<file path="config.mk">
export PLATFORM = sky130hd
export DESIGN_NAME = bus_cycle_timer
export DESIGN_NICKNAME = d
export VERILOG_FILES = /design/src/rtl/bct_pkg.sv /design/src/rtl/bct_phase.sv /design/src/rtl/bct_tracker.sv /design/src/rtl/bct_timer.sv /design/src/rtl/bus_cycle_timer.sv
export SDC_FILE = /design/constraint.sdc
export NUM_CORES = 1
export LEC_CHECK = 0
export CORE_AREA = 2 2 39 41
export CTS_CLUSTER_SIZE = 10
export DETAILED_ROUTE_END_ITERATION = 12
export DIE_AREA = 0 0 41 43
export GPL_ROUTABILITY_DRIVEN = 1
export PLACE_DENSITY = 0.77
export REMOVE_ABC_BUFFERS = 1
export SETUP_SLACK_MARGIN = 0.1
export SLEW_MARGIN = 15
export SYNTH_ARGS = -nofsm -noshare
export SYNTH_HDL_FRONTEND = slang
export SYNTH_SLANG_ARGS = --single-unit
</file>
<file path="constraint.sdc">
create_clock -name clk2x -period 2.8 [get_ports clk2x]
set_clock_uncertainty 0.05 [all_clocks]
set_input_delay 0.28 -clock clk2x [delete_from_list [all_inputs] [get_ports clk2x]]
set_output_delay 0.28 -clock clk2x [all_outputs]
set_load 0.005 [all_outputs]
</file>
<file path="src/rtl/bct_pkg.sv">
package bct_pkg;

  typedef enum logic {
    TRK_IDLE = 1'b0,
    TRK_BUSY = 1'b1
  } trk_state_t;

  // Counter has reached its terminal value.
  function automatic logic cnt_at_end(input logic [31:0] v);
    return (v == 32'd0);
  endfunction

  // Number of edges from the loading edge until the handshake drops.
  function automatic int unsigned edges_to_flag(input int unsigned n);
    return n + 1;
  endfunction

endpackage

</file>
<file path="src/rtl/bct_phase.sv">
module bct_phase (
  input  logic clk,
  input  logic rst_n,
  output logic sample_en
);

  logic ph_q;

  always_ff @(posedge clk or negedge rst_n) begin
    if (!rst_n) ph_q <= 1'b0;
    else        ph_q <= ~ph_q;
  end

  // Phase 1 marks the edge that closes a processor-clock period.
  assign sample_en = ph_q;

endmodule

</file>
<file path="src/rtl/bct_tracker.sv">
module bct_tracker
  import bct_pkg::*;
(
  input  logic clk,
  input  logic rst_n,
  input  logic sample_en,
  input  logic ads_n,
  input  logic ready_n,
  output logic busy,
  output logic rdy_seen
);

  trk_state_t st_q, st_d;
  logic       ads_seen;

  assign ads_seen = sample_en & ~ads_n;
  assign rdy_seen = sample_en & ~ready_n & (st_q == TRK_BUSY);

  always_comb begin
    st_d = st_q;
    unique case (st_q)
      TRK_IDLE: if (ads_seen) st_d = TRK_BUSY;
      TRK_BUSY: if (rdy_seen) st_d = TRK_IDLE;
      default:  st_d = TRK_IDLE;
    endcase
  end

  always_ff @(posedge clk or negedge rst_n) begin
    if (!rst_n) st_q <= TRK_IDLE;
    else        st_q <= st_d;
  end

  assign busy = (st_q == TRK_BUSY);

endmodule

</file>
<file path="src/rtl/bct_timer.sv">
module bct_timer
  import bct_pkg::*;
#(
  parameter int CW = 6
) (
  input  logic          clk,
  input  logic          rst_n,
  input  logic          start,
  input  logic [CW-1:0] wait_count,
  input  logic          release_i,
  output logic          held,
  output logic          load,
  output logic          expire
);

  logic          running_q;
  logic [CW-1:0] cnt_q;
  logic          held_q;

  assign load   = start & ~running_q & ~held_q;
  assign expire = running_q & cnt_at_end(32'(cnt_q));

  always_ff @(posedge clk or negedge rst_n) begin
    if (!rst_n) begin
      running_q <= 1'b0;
      cnt_q     <= '0;
    end else if (load) begin
      running_q <= 1'b1;
      cnt_q     <= wait_count;
    end else if (expire) begin
      running_q <= 1'b0;
    end else if (running_q) begin
      cnt_q     <= cnt_q - 1'b1;
    end
  end

  // Expiry takes priority over a release at the same edge.
  always_ff @(posedge clk or negedge rst_n) begin
    if (!rst_n)         held_q <= 1'b0;
    else if (expire)    held_q <= 1'b1;
    else if (release_i) held_q <= 1'b0;
  end

  assign held = held_q;

endmodule

</file>
<file path="src/rtl/bus_cycle_timer.sv">
module bus_cycle_timer #(
  parameter int CW = 6
) (
  input  logic          clk2x,
  input  logic          rst_n,
  input  logic          ads_n,
  input  logic          ready_n,
  input  logic          start,
  input  logic [CW-1:0] wait_count,
  output logic          buscyc_n,
  output logic          timedly_n
);

  logic sample_en;
  logic busy;
  logic rdy_seen;
  logic held;
  logic tmr_load;
  logic tmr_expire;

  bct_phase u_phase (
    .clk       (clk2x),
    .rst_n     (rst_n),
    .sample_en (sample_en)
  );

  bct_tracker u_trk (
    .clk       (clk2x),
    .rst_n     (rst_n),
    .sample_en (sample_en),
    .ads_n     (ads_n),
    .ready_n   (ready_n),
    .busy      (busy),
    .rdy_seen  (rdy_seen)
  );

  bct_timer #(.CW(CW)) u_tmr (
    .clk        (clk2x),
    .rst_n      (rst_n),
    .start      (start),
    .wait_count (wait_count),
    .release_i  (rdy_seen),
    .held       (held),
    .load       (tmr_load),
    .expire     (tmr_expire)
  );

  assign buscyc_n  = ~busy;
  assign timedly_n = ~held;

endmodule

</file>
==> impl_metrics.env, run 1 <==
export IMPL_status="finished, final reports clean"
export IMPL_clock_fmax_ghz=0.573
export IMPL_drv_cap=0
export IMPL_grt_max_degree=14
export IMPL_hp_class="input pin to asynchronous set/reset pin"
export IMPL_drtAntennaViolNets=0
export IMPL_rsz0062_at_grt="no"
export IMPL_power_per_cell_area_nw_per_um2=909
export IMPL_antenna_cells=0
export IMPL_clk_pin_slew_worst_paths_ns=0.06
export IMPL_endpoint_kind="flip-flop"
export IMPL_syn_area_per_cell_um2=9.09
export IMPL_required_ns=2.90
export IMPL_start_util_pct=39.4
export IMPL_leakagePower_nw=0.328
export IMPL_nets=89
export IMPL_cts_root_buf="clkbuf_4"
export IMPL_cts_tree="done"
export IMPL_post_route_period_util_pct=62.3
export IMPL_clkLatencyLatePin_ns=0.26
export IMPL_setup_viol=0
export IMPL_avgRoutedWirePerCell_um=12.6
export IMPL_numPortBuffers=12
export IMPL_antenna_found_initial=0
export IMPL_coreArea_um2=1380
export IMPL_ios=13
export IMPL_num_vias=483
export IMPL_drt_iter0_drc=14
export IMPL_final_max_slew_violation_count=0
export IMPL_total_power_mw=0.641
export IMPL_gp_congestion=0.755
export IMPL_ys_ff_latch=10
export IMPL_cts_resized=0
export IMPL_crit_path_start_kind="flip-flop"
export IMPL_grt_pass1_vias=452
export IMPL_crit_fanout=7
export IMPL_yosysWarnings=0
export IMPL_via_per_inst=5.37
export IMPL_routed_wl_um=1130
export IMPL_worstPathArrival_ns=1.84
export IMPL_htreeDepth=1
export IMPL_ir_drop_v=0.000300
export IMPL_worstMarginPinSlew_ns=0.520
export IMPL_fin_setup_tns_ns=0
export IMPL_cts_hold_buffers_added=0
export IMPL_grt_usage_pct=16.1
export IMPL_hpwl_um=795
export IMPL_drc=0
export IMPL_finalHoldViolations=0
export IMPL_timing_setup_critical_path_class="flip-flop to flip-flop"
export IMPL_synth_distinct_cells=23
export IMPL_cts_buffers=3
export IMPL_post_cts_setup_buffer_count=0
export IMPL_grt_pass1_wl_um=1880
export IMPL_slew_headroom_pct=65.3
export IMPL_fin_crit_ns=1.74
export IMPL_n_fill_cell=136
export IMPL_overflow=0
export IMPL_layout_drive_gt1_share_pct=8.11
export IMPL_fp_dieH_um=43
export IMPL_syn_area_um2=546
export IMPL_seq_area_frac_synth_pct=45.9
export IMPL_clock_sinks=10
export IMPL_netlist_instances=60
export IMPL_layout_common_cells="clkdlybuf4s50_1, dfrtp_1, inv_1, nor2_1, nand2_1"
export IMPL_area_growth_synth_to_final_pct=29.1
export IMPL_rows=14
export IMPL_fp_dieArea_um2=1760
export IMPL_dieWidth_um=41
export IMPL_layout_commonest_cell="clkdlybuf4s50_1"
export IMPL_drtPass1Iterations=4
export IMPL_cts_buffer_depth=2
-- flip-flops by register name, indices dropped and copies added, names as in the netlist --
name	flops
u_tmr.cnt_q	6
u_phase.sample_en	1
u_tmr.held	1
u_trk.busy	1
u_tmr.running_q	1
-- layout make-up --
type	instances	area (um2)	share of cell area [%]
multi-input cells	41	262	37.1
flip-flops and latches	10	250	35.5
repair buffers	12	120	17.1
inverters	8	30.0	4.26
clock buffers	3	22.5	3.20
well taps	16	20.0	2.84
-- cell usage after synthesis --
| library cell | instances | area share [%] |
|---|---|---|
| or3_1 | 1 | 1.1 |
| nand4_1 | 1 | 1.1 |
| ha_1 | 2 | 4.6 |
| a21o_1 | 1 | 1.4 |
| a31oi_1 | 4 | 4.6 |
| o21ai_0 | 2 | 1.8 |
| clkbuf_1 | 1 | 0.69 |
| nand2_1 | 5 | 3.4 |
| a32o_1 | 1 | 1.8 |
| inv_1 | 8 | 5.5 |
| or3b_2 | 1 | 1.6 |
| and2_1 | 3 | 3.4 |
| nor2_1 | 8 | 5.5 |
| nor2b_1 | 1 | 1.1 |
| or2_0 | 1 | 1.1 |
| a211o_1 | 3 | 4.8 |
| or4b_1 | 1 | 1.8 |
| dfrtp_1 | 10 | 46 |
| nor3_2 | 1 | 1.8 |
| a21oi_1 | 1 | 0.92 |
| a31o_2 | 1 | 1.6 |
| a211oi_1 | 2 | 2.8 |
| or4_1 | 1 | 1.4 |
-- worst max-delay path: stages (launching register included) --
cell      delay [ns]
dfrtp_1         0.42
inv_1           0.09
ha_1            0.18
nor2b_1         0.46
a211oi_1        0.14
a211o_1         0.29
-- power by group --
group	switching, mW	total (mW)	internal, mW
sequential	0.0621	0.265	0.203
clock	0.0464	0.0959	0.0495
combinational	0.142	0.279	0.137
-- kinds of logic (layout without fill, tap and decap cells) --
group,after synthesis,after routing,synth area share [%]
AOI/OAI and AO/OA,15,15,19.7
adders and majority gates,2,2,4.59
DFF,10,10,45.9
and+or+nand+nor,24,24,23.6
buffers and inverters,9,23,6.19
-- metal layers --
metal  up-vias  GRT usage, %  routed length, um
li1        238             -                  -
met1       222          16.0                470
met2        19          27.2                561
met3         4          3.14                 65
met4         0          12.0                 36
met5         -             0                  0
-- per-stage QoR --
stage	hold slack [ns]	instance area (um2)	std cells	setup slack [ns]	util [%]
final	0.279	704	90	1.06	50.9
after global routing	0.319	704	90	0.993	50.9
after CTS	0.290	704	90	1.07	50.9
after detailed placement	0.375	682	87	0.821	49.3
after global placement	0.354	682	87	0.843	49.3
after floorplan	-0.0656	542	59	1.20	-
-- worst paths after layout --
check	startpoint	end	slack, ns	cells after the start
max	u_tmr.cnt_q[0]	u_tmr.cnt_q[0]	1.06	5
min	rst_n	u_tmr.cnt_q[5]	0.28	1
max reg2reg	u_tmr.cnt_q[0]	u_tmr.cnt_q[0]	1.06	5
min reg2reg	u_phase.sample_en	u_phase.sample_en	0.38	1
max in group asynchronous	rst_n	u_tmr.running_q	2.11	1
min in group clk2x	u_phase.sample_en	u_phase.sample_en	0.38	1
Power figures use the tool's default switching activity.
==> run 2, diff against run 1 <==
--- a/config.mk
+++ b/config.mk
@@ -5,12 +5,11 @@
 export SDC_FILE = /design/constraint.sdc
 export NUM_CORES = 1
 export LEC_CHECK = 0
-export CORE_AREA = 2 2 39 41
+export CORE_UTILIZATION = 41
 export CTS_CLUSTER_SIZE = 10
 export DETAILED_ROUTE_END_ITERATION = 12
-export DIE_AREA = 0 0 41 43
 export GPL_ROUTABILITY_DRIVEN = 1
-export PLACE_DENSITY = 0.77
+export PLACE_DENSITY = 0.8
 export REMOVE_ABC_BUFFERS = 1
 export SETUP_SLACK_MARGIN = 0.1
 export SLEW_MARGIN = 15
==> constraint.sdc (replaced) <==
create_clock -name clk2x -period 1.5 [get_ports clk2x]
set_clock_uncertainty 0.05 [all_clocks]
set_input_delay 0.15 -clock clk2x [delete_from_list [all_inputs] [get_ports clk2x]]
set_output_delay 0.15 -clock clk2x [all_outputs]
set_load 0.005 [all_outputs]
==> run 2 against run 1 <==
Net effect:
- routed wire length grew 13%
- clock power grew 90%
- core utilization grew 18 points
- hold slack lost 0.12 ns
- maximum frequency grew 17%
- sequential share of layout area shrank 4.4 points
- global-route usage grew 3.2 points
- largest power group unchanged
- largest cell class unchanged
- die area shrank 16%
==> impl_metrics.env, run 2 (synthesized netlist as in run 1, its figures left out) <==
export IMPL_final_max_slew_violation_count=0
export IMPL_pwr_share_clk_pct=12.6
export IMPL_numPortBuffers=12
export IMPL_worstPathArrival_ns=1.63
export IMPL_combPwrFrac_pct=52.3
export IMPL_htreeDepth=1
export IMPL_grt_usage_pct=19.3
export IMPL_hp_class="input pin to asynchronous set/reset pin"
export IMPL_switchingPower_mw=0.549
export IMPL_fin_area_um2=807
export IMPL_clkLatencyLatePin_ns=0.26
export IMPL_grt_max_degree=11
export IMPL_endpoint_kind="flip-flop"
export IMPL_crit_path_start_kind="flip-flop"
export IMPL_timing_setup_critical_path_class="flip-flop to flip-flop"
export IMPL_power_per_cell_area_nw_per_um2=1790
export IMPL_ir_drop_v=0.000865
export IMPL_drtPass1Iterations=4
export IMPL_routed_wl_um=1280
export IMPL_drtAntennaViolNets=0
export IMPL_regMostFlops="u_tmr.cnt_q"
export IMPL_antenna_cells=0
export IMPL_cp_slowest_cell="or4_1"
export IMPL_area_growth_synth_to_final_pct=47.9
export IMPL_grt_pass1_vias=436
export IMPL_num_vias=529
export IMPL_avgRoutedWirePerCell_um=13.0
export IMPL_cts_root_buf="clkbuf_4"
export IMPL_cts_hold_buffers_added=0
export IMPL_start_util_pct=46.6
export IMPL_cts_tree="done"
export IMPL_finalHoldViolations=0
export IMPL_cts_buffer_depth=2
export IMPL_fp_dieH_um=38.5
export IMPL_gp_congestion=0.860
export IMPL_drv_cap=0
export IMPL_dp_cells=94
export IMPL_antenna_found_initial=0
export IMPL_grt_pass1_wl_um=1860
export IMPL_swShare_pct=38.0
export IMPL_overflow=0
export IMPL_drt_iter0_drc=13
export IMPL_cp_cell_sequence="or2_0, or4_1, a31oi_1"
export IMPL_p_int_mw=0.895
export IMPL_worstMarginPinSlew_ns=0.465
export IMPL_rrSetupSlack_ns=0.005
export IMPL_critical_path_max_stage_delay_ns=0.51
export IMPL_coreArea_um2=1170
export IMPL_dieWidth_um=38.5
export IMPL_required_ns=1.63
export IMPL_clock_sinks=10
export IMPL_slew_headroom_pct=68.9
export IMPL_ios=13
export IMPL_largest_reg_flops=6
export IMPL_leakagePower_nw=0.391
export IMPL_via_per_inst=5.40
export IMPL_post_route_period_util_pct=99.7
export IMPL_seq_power_share_pct=35.1
export IMPL_clock_fmax_ghz=0.669
export IMPL_final_cells=98
export IMPL_hpwl_um=880
export IMPL_worst_path_buf_inv=0
export IMPL_fp_dieArea_um2=1480
export IMPL_crit_family="simple AND/OR/NAND/NOR gates"
export IMPL_rsz0062_at_grt="yes"
export IMPL_layout_common_cells="clkdlybuf4s50_1, buf_4, dfrtp_1, nor2_1, inv_1"
export IMPL_nets=99
export IMPL_clk_pin_slew_worst_paths_ns=0.07
export IMPL_fin_crit_ns=1.50
export IMPL_layout_drive_gt1_share_pct=28.6
export IMPL_cts_buffers=3
export IMPL_status="finished, final reports clean"
export IMPL_setup_viol=0
export IMPL_drc=0
export IMPL_placed_cell_area_um2=747
export IMPL_rows=12
export IMPL_crit_fanout=5
[run 2: final timing paths]
path	to	start	depth (start not counted)
worst max-delay path	u_tmr.cnt_q[4]	u_tmr.cnt_q[2]	3
worst min-delay path	u_tmr.cnt_q[3]	rst_n	1
worst max register to register	u_tmr.cnt_q[4]	u_tmr.cnt_q[2]	3
worst min register to register	u_phase.sample_en	u_phase.sample_en	1
max in group asynchronous	u_tmr.cnt_q[2]	rst_n	1
min in group clk2x	u_phase.sample_en	u_phase.sample_en	1
[run 2: power groups by stage]
stage,Clock (mW),Sequential (mW),Combinational [mW]
finish,0.182,0.507,0.756
global placement,0,0.469,0.650
global route,0.201,0.524,0.826
detailed placement,0,0.473,0.666
CTS,0.185,0.495,0.698
floorplan,0,0.463,0.400
[run 2: stage by stage]
step	setup TNS [ns]	worst slack, ns	utilization [%]	power (mW)	hold slack [ns]
2_1_floorplan	-0.108	-0.105	-	0.863	-0.196
3_3_place_gp	-0.623	-0.217	63.8	1.12	0.352
3_5_place_dp	-0.572	-0.206	63.8	1.14	0.355
4_1_cts	0	0.0138	67.2	1.38	0.169
5_1_grt	-0.0712	-0.0532	68.9	1.55	0.185
6_report	0	0.00466	68.9	1.44	0.156
[run 2: metal layers]
| layer | up-vias | global-route usage [%] | part of all wire, % |
|---|---|---|---|
| met4 | 0 | 12.9 | 1.5 |
| met1 | 241 | 24.9 | 46 |
| met3 | 4 | 3.49 | 6.5 |
| met2 | 22 | 29.2 | 46 |
| met5 | - | 0 | 0 |
| li1 | 262 | - | - |
[run 2: what timing repair did]
| item | CTS | global route |
|---|---|---|
| gates resized for setup | 7 | 6 |
| setup endpoints to repair | 9 | 5 |
| pin swaps | 5 | 3 |
| buffers inserted | 0 | 1 |
| endpoints found under the hold margin | 0 | 0 |
[run 2: area by class of cell]
class | instances | area (um2)
Fill cell | 91 | 364
Multi-Input combinational cell | 41 | 289
Sequential cell | 10 | 251
Timing Repair Buffer | 22 | 196
Inverter | 8 | 30.0
Clock buffer | 3 | 22.5
Tap cell | 14 | 17.5
